## src/rtl/clk_stop_pkg.sv

```systemverilog
package clk_stop_pkg;

  typedef enum logic [1:0] {
    PAIR_OFF  = 2'd0,
    PAIR_HALT = 2'd1,
    PAIR_RUN  = 2'd2
  } pair_mode_e;

  // Next state of a differential pair, chosen at a falling edge of its source.
  function automatic pair_mode_e pair_next_mode(input logic en, input logic pwr_on,
                                                input logic stop_req, input logic exempt);
    if (!en || !pwr_on)          return PAIR_OFF;
    else if (stop_req && !exempt) return PAIR_HALT;
    else                          return PAIR_RUN;
  endfunction

  // Next gate of a single-ended output, chosen at a falling edge of its source.
  function automatic logic single_gate_next(input logic en, input logic pwr_on,
                                            input logic stop_req, input logic exempt);
    return en & pwr_on & (~stop_req | exempt);
  endfunction

endpackage

```

## src/rtl/csc_divider.sv

```systemverilog
module csc_divider #(
  parameter int unsigned DIV = 4
) (
  input  logic clk,
  input  logic rst_n,
  output logic src,
  output logic fall_evt
);
  localparam int unsigned HALF = DIV / 2;
  localparam int unsigned CW   = (DIV > 2) ? $clog2(DIV) : 1;

  logic [CW-1:0] cnt;
  logic [CW-1:0] cnt_nxt;
  logic          wrap;

  assign wrap     = (cnt == CW'(DIV - 1));
  assign cnt_nxt  = wrap ? '0 : cnt + 1'b1;
  // The edge at which this is true is the one where src drops to 0.
  assign fall_evt = (cnt == CW'(HALF - 1));

  always_ff @(posedge clk or negedge rst_n) begin
    if (!rst_n) begin
      cnt <= CW'(DIV - 1);
      src <= 1'b0;
    end else begin
      cnt <= cnt_nxt;
      src <= (cnt_nxt < CW'(HALF));
    end
  end
endmodule

```

## src/rtl/csc_sync.sv

```systemverilog
module csc_sync #(
  parameter int unsigned W = 1
) (
  input  logic         clk,
  input  logic         rst_n,
  input  logic [W-1:0] d,
  output logic [W-1:0] q
);
  logic [W-1:0] meta;

  // Reset value 0 means every active-low request reads as asserted.
  always_ff @(posedge clk or negedge rst_n) begin
    if (!rst_n) begin
      meta <= '0;
      q    <= '0;
    end else begin
      meta <= d;
      q    <= meta;
    end
  end
endmodule

```

## src/rtl/csc_pair_gate.sv

```systemverilog
module csc_pair_gate
  import clk_stop_pkg::*;
(
  input  logic clk,
  input  logic rst_n,
  input  logic src,
  input  logic fall_evt,
  input  logic en,
  input  logic pwr_on,
  input  logic stop_req,
  input  logic exempt,
  output logic out_t,
  output logic out_c
);
  pair_mode_e mode;

  always_ff @(posedge clk or negedge rst_n) begin
    if (!rst_n)        mode <= PAIR_OFF;
    else if (fall_evt) mode <= pair_next_mode(en, pwr_on, stop_req, exempt);
  end

  always_comb begin
    unique case (mode)
      PAIR_RUN:  begin out_t = src;  out_c = ~src; end
      PAIR_HALT: begin out_t = 1'b0; out_c = 1'b1; end
      default:   begin out_t = 1'b0; out_c = 1'b0; end
    endcase
  end
endmodule

```

## src/rtl/csc_single_gate.sv

```systemverilog
module csc_single_gate
  import clk_stop_pkg::*;
(
  input  logic clk,
  input  logic rst_n,
  input  logic src,
  input  logic fall_evt,
  input  logic en,
  input  logic pwr_on,
  input  logic stop_req,
  input  logic exempt,
  output logic out_clk
);
  logic gate;

  always_ff @(posedge clk or negedge rst_n) begin
    if (!rst_n)        gate <= 1'b0;
    else if (fall_evt) gate <= single_gate_next(en, pwr_on, stop_req, exempt);
  end

  assign out_clk = src & gate;
endmodule

```

## src/rtl/clk_stop_ctrl.sv

```systemverilog
module clk_stop_ctrl #(
  parameter int unsigned CPU_DIV = 4,
  parameter int unsigned PCI_DIV = 12,
  parameter int unsigned N_CPU   = 3,
  parameter int unsigned N_PCI   = 7
) (
  input  logic             clk,
  input  logic             rst_n,
  input  logic             cpu_stop_n,
  input  logic             pci_stop_n,
  input  logic             pd_n,
  input  logic [N_CPU-1:0] cpu_en,
  input  logic [N_PCI-1:0] pci_en,
  input  logic             pci_free_en,
  input  logic             cpu_hi_free,
  output logic [N_CPU-1:0] cpu_t,
  output logic [N_CPU-1:0] cpu_c,
  output logic [N_PCI-1:0] pci_clk,
  output logic             pci_free_clk
);
  localparam int unsigned N_REQ = 3;

  // Named internal events, visible to the bound checker.
  logic             cpu_src;
  logic             cpu_fall;
  logic             pci_src;
  logic             pci_fall;
  logic [N_REQ-1:0] req_q;
  logic             pwr_on;
  logic             cpu_stop_req;
  logic             pci_stop_req;

  csc_divider #(.DIV(CPU_DIV)) u_cpu_div (
    .clk(clk), .rst_n(rst_n), .src(cpu_src), .fall_evt(cpu_fall)
  );

  csc_divider #(.DIV(PCI_DIV)) u_pci_div (
    .clk(clk), .rst_n(rst_n), .src(pci_src), .fall_evt(pci_fall)
  );

  csc_sync #(.W(N_REQ)) u_req_sync (
    .clk(clk), .rst_n(rst_n),
    .d({pd_n, pci_stop_n, cpu_stop_n}),
    .q(req_q)
  );

  assign cpu_stop_req = ~req_q[0];
  assign pci_stop_req = ~req_q[1];
  assign pwr_on       =  req_q[2];

  for (genvar i = 0; i < N_CPU; i++) begin : g_pair
    logic exempt;
    if (i == 0) begin : g_lead
      assign exempt = 1'b0;
    end else begin : g_follow
      assign exempt = cpu_hi_free;
    end
    csc_pair_gate u_gate (
      .clk(clk), .rst_n(rst_n), .src(cpu_src), .fall_evt(cpu_fall),
      .en(cpu_en[i]), .pwr_on(pwr_on), .stop_req(cpu_stop_req), .exempt(exempt),
      .out_t(cpu_t[i]), .out_c(cpu_c[i])
    );
  end

  for (genvar j = 0; j < N_PCI; j++) begin : g_bus
    csc_single_gate u_gate (
      .clk(clk), .rst_n(rst_n), .src(pci_src), .fall_evt(pci_fall),
      .en(pci_en[j]), .pwr_on(pwr_on), .stop_req(pci_stop_req), .exempt(1'b0),
      .out_clk(pci_clk[j])
    );
  end

  csc_single_gate u_free_gate (
    .clk(clk), .rst_n(rst_n), .src(pci_src), .fall_evt(pci_fall),
    .en(pci_free_en), .pwr_on(pwr_on), .stop_req(pci_stop_req), .exempt(1'b1),
    .out_clk(pci_free_clk)
  );
endmodule

```

## config.mk

```make
export PLATFORM = sky130hd
export DESIGN_NAME = clk_stop_ctrl
export DESIGN_NICKNAME = d
export VERILOG_FILES = /design/src/rtl/clk_stop_pkg.sv /design/src/rtl/csc_divider.sv /design/src/rtl/csc_sync.sv /design/src/rtl/csc_pair_gate.sv /design/src/rtl/csc_single_gate.sv /design/src/rtl/clk_stop_ctrl.sv
export SDC_FILE = /design/constraint.sdc
export NUM_CORES = 1
export LEC_CHECK = 0
export BUFFER_PORTS_ARGS = -buffer_cell sky130_fd_sc_hd__buf_2
export CAP_MARGIN = 20
export CORE_MARGIN = 8
export CORE_UTILIZATION = 40
export CTS_CLUSTER_DIAMETER = 100
export CTS_CLUSTER_SIZE = 16
export DETAILED_ROUTE_END_ITERATION = 8
export PLACE_DENSITY_LB_ADDON = 0.1
export SYNTH_ARGS = -nofsm -noshare
export SYNTH_HDL_FRONTEND = slang
export SYNTH_SLANG_ARGS = --single-unit
```

## constraint.sdc

```tcl
create_clock -name clk -period 1.9 [get_ports clk]
set_input_delay 0 -clock clk [delete_from_list [all_inputs] [get_ports clk]]
set_output_delay 0 -clock clk [all_outputs]
set_load 0.01 [all_outputs]
```

* After elaboration in Yosys (flattened, before gate mapping)
Cells that the tools add are included.
** Storage, ports and cells
- Bits in registers :: 28
- Latch bits :: 0
- Memory bits (writable) :: 0
- ROM bits :: 0
- Input bits :: 17
- Output and inout port bits :: 14
- Word-level logic and storage cells :: 78
- Memories kept :: 0
** Cells by class
- $add $sub $neg :: 2
- $mul :: 0
- Divide/modulo/power cells :: 0
- Magnitude comparators :: 2
- Equal/unequal tests :: 10
- Shift-type cells :: 0
- Mux-type cells :: 13
- Bitwise gates (word level) :: 25
- Reduce and logical (&&, ||, !) cells :: 9
** Operators by type and width (number)
- bitwise AND 1 bit :: 23
- 2-to-1 mux 2 bit :: 6
- == test 2 x 1 -> 1 bit (second input constant) :: 4
- == test 2 bit (second input constant) :: 4
- case mux 1 bit (2 select lines) :: 3
- logical NOT 1 bit :: 5
- adder 4 x 1 -> 4 bit (second input constant) :: 1
- == test 4 x 3 -> 1 bit (second input constant) :: 1
- == test 4 bit (second input constant) :: 1
- less-than comparator 4 x 3 -> 1 bit (second input constant) :: 1
- 2-to-1 mux 4 bit :: 1
- logical OR 1 bit :: 3
- 2-to-1 mux 1 bit :: 3
- adder 2 x 1 -> 2 bit (second input constant) :: 1
- less-than comparator 2 bit (second input constant) :: 1
- inverter 1 bit :: 2
- logical AND 1 bit :: 1

* Depth between registers and ports, before layout
Gate-level depths: netlist (run 1).
- Word-level depth :: 4
- Depth in mapped cells :: 6
- Mapped depth without buffers :: 5

* Cells and area by module
From an unflattened synthesis (run 1), not the netlist that was laid out.
** Unflattened totals
- Cell total of the unflattened synthesis :: 125
- Area, all modules :: 1386.3 µm²
** By module, submodules not included
- csc_pair_gate :: times used 3, cells each 15, area an instance 145.1 µm², sequential area each 50.0 µm²
- csc_single_gate :: times used 8, cells each 5, area an instance 53.8 µm², sequential area each 25.0 µm²
- csc_divider (u_pci_div) :: times used 1, cells each 22, area an instance 241.5 µm², sequential area each 128.9 µm²
- csc_sync :: times used 1, cells each 6, area an instance 150.1 µm², sequential area each 150.1 µm²
- csc_divider (u_cpu_div) :: times used 1, cells each 8, area an instance 113.9 µm², sequential area each 77.6 µm²
- clk_stop_ctrl :: times used 1, cells each 4, area an instance 15.0 µm², sequential area each 0.0 µm²

* Worst setup path before layout (run 1)
No wires, ideal clock.
- Path kind :: flip-flop to flip-flop
- Start point :: register u_pci_div.cnt[0]
- End point :: register u_pci_div.src
- Setup time :: 123 ps
- Arrival time :: 1235 ps
- Data required time :: 1777 ps
- Slack :: 542 ps
- Stages on the path, launching flop included :: 5
- Buffers on the path :: 0
- Clock period less this slack :: 1358 ps
- Path through :: dfstp_2 > ha_1 > or3b_1 > o21ai_2 > a21oi_2
** On the way
- Longest elaborated chain between the ends :: 3
- Elaborated cells on any way between the ends :: 4
- Classes of those cells :: add/sub (1); order compare (1); eq/ne (1); mux (1)
** RTL lines
- start: declaration :: line csc_divider.sv:12 : logic [CW-1:0] cnt;
- start signal: assignment :: line csc_divider.sv:23 : cnt <= CW'(DIV - 1);
- start signal: assignment :: line csc_divider.sv:26 : cnt <= cnt_nxt;
- adder 4 x 1 -> 4 bit or == test 4 bit (tied branches) :: line csc_divider.sv:17, csc_divider.sv:16
- 2-to-1 mux 4 bit * :: line csc_divider.sv:17 : assign cnt_nxt = wrap ? '0 : cnt + 1'b1;
- net u_pci_div.cnt_nxt[2] :: line csc_divider.sv:13 : logic [CW-1:0] cnt_nxt;
- less-than comparator 4 x 3 -> 1 bit * :: line csc_divider.sv:27 : src <= (cnt_nxt < CW'(HALF));
- end signal: assignment :: line csc_divider.sv:27
- end: declaration :: line csc_divider.sv:6 : output logic src,
Mark *: on every way through the listed nets, which the timed path passes. The rest lies on a longest branch.
A chain may end at the register's enable or synchronous reset.

* Worst setup path in the final report (run 1)
- Start point :: register u_cpu_div.cnt[0]
- End point :: register g_pair[2].u_gate.mode[1]
** On the way
- Longest elaborated chain between the ends :: 1
** RTL lines
- start: declaration :: line csc_divider.sv:12
- start signal: assignment :: line csc_divider.sv:23
- start signal: assignment :: line csc_divider.sv:26
- == test 2 x 1 -> 1 bit :: line csc_divider.sv:19 : assign fall_evt = (cnt == CW'(HALF - 1));
- end signal: assignment :: line csc_pair_gate.sv:19 : else if (fall_evt) mode <= pair_next_mode(en, pwr_on, stop_req, exempt);
- end: declaration :: line csc_pair_gate.sv:15 : pair_mode_e mode;
No other way between the ends.

==> results.json, run 1 <==
{
  "status": "finished, final reports clean",
  "synth_edf_count": 0,
  "fin_crit_ns": 1.71,
  "critical_path_class": "reg2reg",
  "vias": 938,
  "power.switching_uw": 228,
  "holdCritPathClass": "in2async",
  "period_share_pct": 89.8,
  "final_cells": 214,
  "die_w_um": 74.7,
  "wl_met3_um": 125,
  "syn_area_um2": 1380,
  "insertedDiodeCount": 0,
  "hpwlAfterDp_um": 1830,
  "grt_pass1_wl_um": 4440,
  "synth_seq_area_share_pct": 51.3,
  "synth_cells": 133,
  "initialDrtViolationCount": 24,
  "numCtsBuffers": 3,
  "rows": 21,
  "avgSynthCellArea_um2": 10.4,
  "seqPwrFrac_pct": 61.3,
  "worst_pin_slew_ns": 0.615,
  "start_kind": "flip-flop",
  "peakVddDrop_v": 0.000456,
  "worstPathArrival_ns": 1.96,
  "grt_start_max_net_pins": 29,
  "synthAdderAreaFrac_pct": 9.08,
  "setup_viol": 0,
  "endpoint_kind": "flip-flop",
  "grt-ovfl-total": 0,
  "fmax_mhz": 586,
  "path_clk_slew_ns": 0.15,
  "wl_per_cell_um": 12.2,
  "drc": 0,
  "clock_latency_ns": 0.32,
  "crit_path_max_fanout": 12,
  "cts_buffer_depth": 2,
  "met1_length_um": 1180,
  "grtUsageTotal_pct": 10.3,
  "setup_tns_ns": 0,
  "path_cells": "ha_2 > o2111ai_1 > dlygate4sd3_1 > o21ai_0",
  "synth_nets": 160,
  "p_per_area_nw_per_um2": 607,
  "grt_pass1_vias": 958,
  "drt_first_pass_iters": 3,
  "synthArstFlopShare_pct": 100,
  "layout-drive-gt1-share_pct": 26.2,
  "via_per_inst": 4.38,
  "crit_family": "flip-flops",
  "cp_slowest_cell": "dfstp_2",
  "synth_xor_area_share_pct": 0,
  "synth-compound-area-share_pct": 10.1,
  "ant_nets": 0,
  "synth_top_family_by_area": "simple AND/OR/NAND/NOR gates",
  "wl_um": 2600,
  "whs_ns": 0.202,
  "h-tree-depth": 1,
  "port_buffers": 30,
  "rsz0062_at_grt": "false",
  "post_cts_buffers": 0,
  "yosys.area_share.simple_pct": 17.8,
  "drv_cap": 0,
  "reg2reg_slack_ns": 0.19,
  "io_pins": 31,
  "synth-seq-cells": 28,
  "p_int_uw": 791,
  "hold_violations": 0,
  "place_inst": 193,
  "drv_slew": 0,
  "p_leak_uw": 0.000778,
  "cts_tree": "done",
  "pwr-share-comb_pct": 10.5,
  "p_clk_share_pct": 28.2,
  "dieArea_um2": 5580,
  "die_y_um": 74.7,
  "dr_wl_met2_um": 1270,
  "path_buf_inv": 1,
  "gp_congestion": 0.735,
  "core-area_um2": 3310,
  "route.top_layer_used": "met4",
  "required_ns": 2.16,
  "synthToLayoutAreaGrowth_pct": 21.8,
  "critPathMaxStageDelay_ns": 0.58,
  "skew_ns": 0.00542,
  "antenna_found_initial": 0,
  "relSlewSlack_pct": 59.0,
  "clock-sinks": 28,
  "start_util_pct": 41.6,
  "synthFlopType": "dfrtp_1",
  "nNetsFinal": 196,
  "yosysWarnings": 0,
  "ys_types": 22,
  "p_sw_share_pct": 22.4,
  "muxShareOfSynthArea_pct": 0,
  "root_buffer": "clkbuf_4"
}
[worst register-to-register path, delay by kind of cell (launching register included)]
kind                       cells  cell delay (ns)
DFF                            1             0.58
AOI/OAI and AO/OA              2             0.20
buffers and inverters          1             0.56
adders and majority gates      1             0.30
[power groups by stage]
stage | Sequential (µW) | Clock (µW) | Combinational [µW]
global route | 628 | 322 | 123
global placement | 635 | 0 | 80.2
detailed placement | 636 | 0 | 82.3
finish | 625 | 287 | 107
floorplan | 633 | 0 | 51.5
CTS | 625 | 303 | 109
[sequential cells by signal (all words and copies together), names as in the netlist]
register	cells
g_bus.u_gate.gate	7
g_pair.u_gate.mode	6
u_pci_div.cnt	4
u_req_sync.meta	3
u_req_sync.q	3
u_cpu_div.cnt	2
u_cpu_div.src	1
u_free_gate.gate	1
u_pci_div.src	1
[placed cells by master, fill, tap and decap left out, types with 2 or more instances in the layout]
master         count
ha_1               9
dfrtp_1           23
nand4b_1           2
inv_1             12
nand4_1            2
nor2_1             5
buf_2             30
or3b_1             2
a21oi_1            3
o21ai_0            7
o2111ai_1          2
nand2_1           18
clkbuf_4           3
dfstp_2            5
and2_1            13
dlygate4sd3_1     17
o21ai_1            7
[per-stage QoR]
step                      area [µm²]  utilization [%]  setup slack (ns)  total power [µW]
after global routing            1680             50.7            0.0836              1070
final                           1680             50.7             0.193              1020
after floorplan                 1380                -             0.542               684
after global placement          1470             44.4             0.523               715
after detailed placement        1470             44.4             0.493               718
after CTS                       1680             50.6            0.0989              1040
[cells by family (layout without fill, tap and decap cells)]
group,count (synthesis),after routing
AO/OA/AOI/OAI,23,23
flip-flops,28,28
AND/OR/NAND/NOR,44,44
adder cells (fa/ha/maj),10,10
buffers and inverters,28,63
[layout make-up]
cell class | instances | area, µm²
Fill cell | 323 | 1630
Sequential cell | 28 | 707
Multi-Input combinational cell | 77 | 512
Timing Repair Buffer | 47 | 320
Tap cell | 46 | 57.6
Inverter | 12 | 45.0
Clock buffer | 4 | 36.3
[routing by layer]
| metal | up-vias | global-route usage (%) |
|---|---|---|
| met3 | 2 | 3.60 |
| met5 | - | 0 |
| met1 | 431 | 12.3 |
| met2 | 16 | 16.7 |
| li1 | 489 | - |
| met4 | 0 | 3.48 |
[timing repair]
action	CTS	global route
gates resized for setup	0	1
endpoints found under the hold margin	40	0
hold buffers	17	0
setup endpoints to repair	0	1
[cells in the mapped netlist, types with 2 or more instances]
master / count / area [µm²]
dfstp_2: 5 / 131
nand2_1: 18 / 67.6
o21ai_0: 7 / 35.0
nor2_1: 5 / 18.8
o2111ai_1: 2 / 17.5
ha_1: 10 / 125
dfrtp_1: 23 / 576
inv_1: 12 / 45.0
or3b_1: 2 / 17.5
a21oi_1: 3 / 15.0
nand4b_1: 2 / 17.5
o21ai_1: 7 / 35.0
and2_1: 13 / 81.3
nand4_1: 2 / 12.5
buf_4: 15 / 113
[final timing paths]
path                                         start                       end  cells past startpoint
worst max register to register    u_cpu_div.cnt[0]  g_pair[2].u_gate.mode[1]                      4
max in group asynchronous                    rst_n  g_pair[2].u_gate.mode[1]                      2
worst min register to register  u_req_sync.meta[2]           u_req_sync.q[2]                      0
worst min-delay path                         rst_n      g_bus[1].u_gate.gate                      2
worst max-delay path              u_cpu_div.cnt[0]  g_pair[2].u_gate.mode[1]                      4
min in group clk                        pci_stop_n        u_req_sync.meta[1]                      2
(Power assumes the default switching activity.)
==> run 2, diff against run 1 <==
--- a/config.mk
+++ b/config.mk
@@ -12,7 +12,6 @@
 export CTS_CLUSTER_DIAMETER = 100
 export CTS_CLUSTER_SIZE = 16
 export DETAILED_ROUTE_END_ITERATION = 8
-export PLACE_DENSITY_LB_ADDON = 0.1
 export SYNTH_ARGS = -nofsm -noshare
 export SYNTH_HDL_FRONTEND = slang
 export SYNTH_SLANG_ARGS = --single-unit
==> results.json, run 2 (synthesis results as in run 1) <==
{
  "required_ns": 2.12,
  "peakVddDrop_v": 0.000261,
  "initialDrtViolationCount": 32,
  "p_clk_share_pct": 25.0,
  "grt_start_max_net_pins": 29,
  "insertedDiodeCount": 0,
  "post_cts_buffers": 0,
  "hold_violations": 0,
  "critical_path_class": "reg2reg",
  "skew_ns": 0.00192,
  "die_y_um": 74.7,
  "antenna_found_initial": 0,
  "nNetsFinal": 195,
  "h-tree-depth": 1,
  "p_per_area_nw_per_um2": 588,
  "start_kind": "flip-flop",
  "nFillCells": 324,
  "layout_commonest_cell": "buf_2",
  "place_inst": 193,
  "drv_slew": 0,
  "numCtsBuffers": 3,
  "p_total_uw": 974,
  "crit_path_max_fanout": 5,
  "largest_register": "g_bus.u_gate.gate",
  "synthToLayoutAreaGrowth_pct": 20.2,
  "cts_tree": "done",
  "layout-drive-gt1-share_pct": 25.1,
  "power.switching_uw": 220,
  "clock_latency_ns": 0.31,
  "largest_reg_flops": 7,
  "relSlewSlack_pct": 59.1,
  "hpwlAfterDp_um": 1820,
  "period_share_pct": 75.2,
  "layout_common_cells": "buf_2 (30), dfrtp_1 (23), nand2_1 (18)",
  "holdCritPathClass": "in2async",
  "grtUsageTotal_pct": 9.36,
  "io_pins": 31,
  "p_leak_uw": 0.000771,
  "start_util_pct": 41.6,
  "setup_tns_ns": 0,
  "drc": 0,
  "placed_cell_area_um2": 1470,
  "core-area_um2": 3310,
  "ant_nets": 0,
  "setup_viol": 0,
  "die_w_um": 74.7,
  "p_int_uw": 754,
  "worstPathArrival_ns": 1.65,
  "root_buffer": "clkbuf_4",
  "pwr-share-comb_pct": 10.9,
  "final_cell_area_um2": 1660,
  "fin_crit_ns": 1.43,
  "endpoint_kind": "flip-flop",
  "grt_pass1_wl_um": 4110,
  "wl_um": 2500,
  "status": "finished, final reports clean",
  "cts_buffer_depth": 2,
  "regArea_um2": 707,
  "p_sw_share_pct": 22.6,
  "grt-ovfl-total": 0,
  "wl_per_cell_um": 11.7,
  "path_clk_slew_ns": 0.14,
  "seqPwrFrac_pct": 64.1,
  "final_cells": 213,
  "worst_pin_slew_ns": 0.613,
  "fmax_mhz": 700,
  "dieArea_um2": 5580,
  "port_buffers": 30,
  "multi_input_area_um2": 509,
  "drt_first_pass_iters": 3,
  "vias": 941,
  "gp_congestion": 0.870,
  "via_per_inst": 4.42,
  "top_regs": "g_bus.u_gate.gate (7), g_pair.u_gate.mode (6), u_pci_div.cnt (4)",
  "rsz0062_at_grt": "false",
  "drv_cap": 0,
  "clock-sinks": 28,
  "rows": 21,
  "grt_pass1_vias": 933
}
==> run 2: metal layers <==
| metal | part of all wire (%) | up-vias | track usage (%) |
|---|---|---|---|
| met4 | 2.0 | 0 | 5.87 |
| li1 | - | 486 | - |
| met3 | 4.0 | 4 | 0.932 |
| met1 | 46 | 434 | 11.7 |
| met2 | 48 | 17 | 15.1 |
| met5 | 0 | - | 0 |
==> run 2: what timing repair did <==
action                                  CTS  global route
endpoints found under the hold margin    39             0
hold buffers                             16             0
gates resized for setup                   0             0
endpoints found under the setup margin    0             0
==> run 2: stage by stage <==
| step | util (%) | setup WS, ns | hold slack [ns] |
|---|---|---|---|
| 2_1_floorplan | - | 0.542 | -0.296 |
| 3_3_place_gp | 44.4 | 0.527 | 0.0437 |
| 3_5_place_dp | 44.4 | 0.485 | 0.0531 |
| 4_1_cts | 50.0 | 0.466 | 0.222 |
| 5_1_grt | 50.0 | 0.439 | 0.249 |
| 6_report | 50.0 | 0.471 | 0.208 |
==> run 2: power by group through the flow <==
stage          registers (µW)  clock network (µW)  logic [µW]
2_1_floorplan             633                   0        51.5
3_3_place_gp              635                   0        80.3
3_5_place_dp              635                   0        82.3
4_1_cts                   624                 257         108
5_1_grt                   627                 279         120
6_report                  624                 243         106
==> run 2: worst paths after layout <==
check / from / to / slack [ns] / cells after the start
hold / removal: rst_n / g_pair[1].u_gate.mode[0] / 0.21 / 2
max in group asynchronous: rst_n / u_pci_div.src / 1.29 / 2
hold reg to reg: u_req_sync.meta[0] / u_req_sync.q[0] / 0.37 / 0
setup / recovery: u_pci_div.cnt[0] / u_pci_div.src / 0.47 / 4
min in group clk: pd_n / u_req_sync.meta[2] / 0.31 / 2
setup reg to reg: u_pci_div.cnt[0] / u_pci_div.src / 0.47 / 4
==> run 2: area by class of cell <==
class	instances	area share (%)
repair buffers	46	18.7
multi-input cells	77	30.8
well taps	46	3.48
inverters	12	2.72
flip-flops and latches	28	42.7
clock buffers	4	1.59
==> run 2: critical path, stage by stage (launching register included) <==
cell and delay (ns):
dfstp_2 0.59, ha_1 0.22, or3b_1 0.37, o21ai_2 0.08, a21oi_2 0.07
==> run 3, diff against run 2 <==
--- a/config.mk
+++ b/config.mk
@@ -5,6 +5,7 @@
 export SDC_FILE = /design/constraint.sdc
 export NUM_CORES = 1
 export LEC_CHECK = 0
+export ABC_AREA = 1
 export BUFFER_PORTS_ARGS = -buffer_cell sky130_fd_sc_hd__buf_2
 export CAP_MARGIN = 20
 export CORE_MARGIN = 8
==> constraint.sdc (replaced) <==
create_clock -name clk -period 1.37 [get_ports clk]
set_input_delay 0 -clock clk [delete_from_list [all_inputs] [get_ports clk]]
set_output_delay 0 -clock clk [all_outputs]
set_load 0.01 [all_outputs]
==> results.json, run 3 <==
{
  "final_cells": 239,
  "grtUsageTotal_pct": 10.1,
  "top_regs": "g_bus.u_gate.gate (7), g_pair.u_gate.mode (6), u_pci_div.cnt (4)",
  "reg2reg_slack_ns": 0.10,
  "wl_um": 2550,
  "synth_top_area_cell": "dfrtp_1",
  "synth_nets": 184,
  "crit_path_max_fanout": 2,
  "synth_cells": 157,
  "layout_commonest_cell": "nand2_1",
  "drv_cap": 0,
  "ys_types": 19,
  "synthArstFlopShare_pct": 100,
  "synth_seq_area_share_pct": 49.8,
  "gp_congestion": 0.758,
  "numCtsBuffers": 3,
  "largest_register": "g_bus.u_gate.gate",
  "crit_family": "flip-flops",
  "synth-seq-cells": 28,
  "cp_num_cells": 4,
  "start_util_pct": 42.2,
  "ant_nets": 0,
  "synth.most_common_cell": "nand2_1",
  "clock-sinks": 28,
  "grt_pass1_vias": 1020,
  "synth_top_area_share_pct": 40.6,
  "p_clk_share_pct": 27.4,
  "io_pins": 31,
  "worstPathArrival_ns": 1.28,
  "start_kind": "flip-flop",
  "via_per_inst": 4.47,
  "initialDrtViolationCount": 25,
  "cts_buffer_depth": 2,
  "die_w_um": 75.6,
  "cts_tree": "done",
  "p_leak_uw": 0.000941,
  "drv_slew": 0,
  "fin_crit_ns": 1.28,
  "hpwlAfterDp_um": 1910,
  "p_sw_share_pct": 22.6,
  "critical_path_class": "reg2out",
  "layout-drive-gt1-share_pct": 32.6,
  "worstReg2RegEnd": "g_bus[5].u_gate.gate",
  "relSlewSlack_pct": 60.8,
  "largest_reg_flops": 7,
  "grt-ovfl-total": 0,
  "required_ns": 1.37,
  "nFillCells": 350,
  "p_total_uw": 1420,
  "endpoint_kind": "output pin",
  "synthToLayoutAreaGrowth_pct": 24.1,
  "wl_per_cell_um": 10.7,
  "dieArea_um2": 5710,
  "grt_pass1_wl_um": 4290,
  "drc": 0,
  "clock_latency_ns": 0.32,
  "insertedDiodeCount": 0,
  "avgSynthCellArea_um2": 9.04,
  "regArea_um2": 707,
  "synth.top_cells.by_count": "nand2_1 (32), inv_1 (30), dfrtp_1 (23)",
  "path_buf_inv": 2,
  "holdCritPathClass": "in2async",
  "multi_input_area_um2": 505,
  "status": "finished, final reports clean",
  "fmax_mhz": 778,
  "layout_common_cells": "nand2_1 (32), buf_2 (30), inv_1 (27)",
  "place_inst": 216,
  "worst_pin_slew_ns": 0.588,
  "root_buffer": "clkbuf_4",
  "h-tree-depth": 1,
  "drt_first_pass_iters": 4,
  "p_per_area_nw_per_um2": 807,
  "setup_viol": 0,
  "cp_slowest_cell": "dfrtp_1",
  "r2r_start": "u_pci_div.cnt[0]",
  "syn_area_um2": 1420,
  "period_share_pct": 93.8,
  "grt_start_max_net_pins": 29,
  "seqPwrFrac_pct": 61.4,
  "vias": 1069,
  "core-area_um2": 3360,
  "die_y_um": 75.6,
  "path_clk_slew_ns": 0.14,
  "critPathMaxStageDelay_ns": 0.42,
  "worst_r2r_path_depth": 6,
  "power.switching_uw": 321,
  "rows": 21,
  "p_int_uw": 1100,
  "synth_edf_count": 0,
  "peakVddDrop_v": 0.000405,
  "path_cells": "inv_2 > ha_2 > nor2_2 > buf_2",
  "yosysWarnings": 0,
  "port_buffers": 30,
  "pwr-share-comb_pct": 11.1,
  "antenna_found_initial": 0,
  "hold_violations": 0,
  "nNetsFinal": 221,
  "synthTopCellsByArea": "dfrtp_1 (41%), dfstp_2 (9.3%), ha_1 (8.8%)",
  "skew_ns": 0.00360,
  "synthFlopType": "dfrtp_1"
}
run 3: per-stage QoR:
step	setup WS, ns	util (%)	hold WS, ns	setup TNS, ns	cell area [µm²]
2_1_floorplan	0.100	-	-0.296	0	1420
3_3_place_gp	0.0557	44.7	0.0405	0	1500
3_5_place_dp	-0.0124	44.7	0.0455	-0.0167	1500
4_1_cts	0.0342	50.6	0.205	0	1700
5_1_grt	-0.00165	52.3	0.212	-0.00165	1760
6_report	0.0852	52.3	0.194	0	1760
run 3: worst register-to-register path: cells and delay by family (launching register included):
kind                       cells  cell delay [ns]
adders and majority gates      1             0.17
and+or+nand+nor                3             0.29
AOI/OAI and AO/OA              1             0.05
buffers and inverters          1             0.09
DFF                            1             0.59
run 3: cells by family (layout without fill, tap and decap cells):
| logic type | after synthesis | in the layout | synth area share (%) |
|---|---|---|---|
| AO/OA/AOI/OAI | 18 | 18 | 8.64 |
| buffers and inverters | 48 | 84 | 16.8 |
| AND/OR/NAND/NOR | 53 | 53 | 15.9 |
| adder cells (fa/ha/maj) | 10 | 10 | 8.82 |
| flip-flops | 28 | 28 | 49.8 |
run 3: timing repair:
action / 4_1_cts / 5_1_grt
hold buffers: 16 / 0
pin swaps: 0 / 3
buffers inserted: 0 / 3
endpoints found under the hold margin: 40 / 0
endpoints found under the setup margin: 8 / 11
gates resized for setup: 1 / 12
gates cloned: 0 / 0
run 3: worst max path at each step:
stage / from / endpoint / slack [ns]
global placement: u_pci_div.cnt[1] / g_bus[1].u_gate.gate / 0.06
global route: g_pair[0].u_gate.mode[0] / cpu_c[0] / -0.002
finish: g_pair[0].u_gate.mode[0] / cpu_c[0] / 0.09
detailed placement: u_pci_div.cnt[1] / g_bus[5].u_gate.gate / -0.01
floorplan: u_pci_div.cnt[0] / g_bus[2].u_gate.gate / 0.10
CTS: u_pci_div.cnt[0] / g_bus[5].u_gate.gate / 0.03
run 3: per-layer routing:
layer  vias up  track usage [%]  share of wire (%)
met5         -                0                  0
met4         0             5.97                2.2
met3         5             2.37                5.3
met2        20             17.4                 48
met1       504             10.9                 45
li1        540                -                  -
run 3: final cells by class:
| cell class | count | share of cell area, % |
|---|---|---|
| well taps | 46 | 3.27 |
| flip-flops and latches | 28 | 40.2 |
| repair buffers | 49 | 18.9 |
| inverters | 31 | 6.89 |
| multi-input cells | 81 | 28.7 |
| clock buffers | 4 | 2.06 |
run 3: power by group through the flow:
stage          Clock, µW  Sequential [µW]  Combinational (µW)
2_1_floorplan          0              879                80.4
3_3_place_gp           0              886                 116
3_5_place_dp           0              887                 119
4_1_cts              416              872                 155
5_1_grt              452              878                 181
6_report             390              873                 158
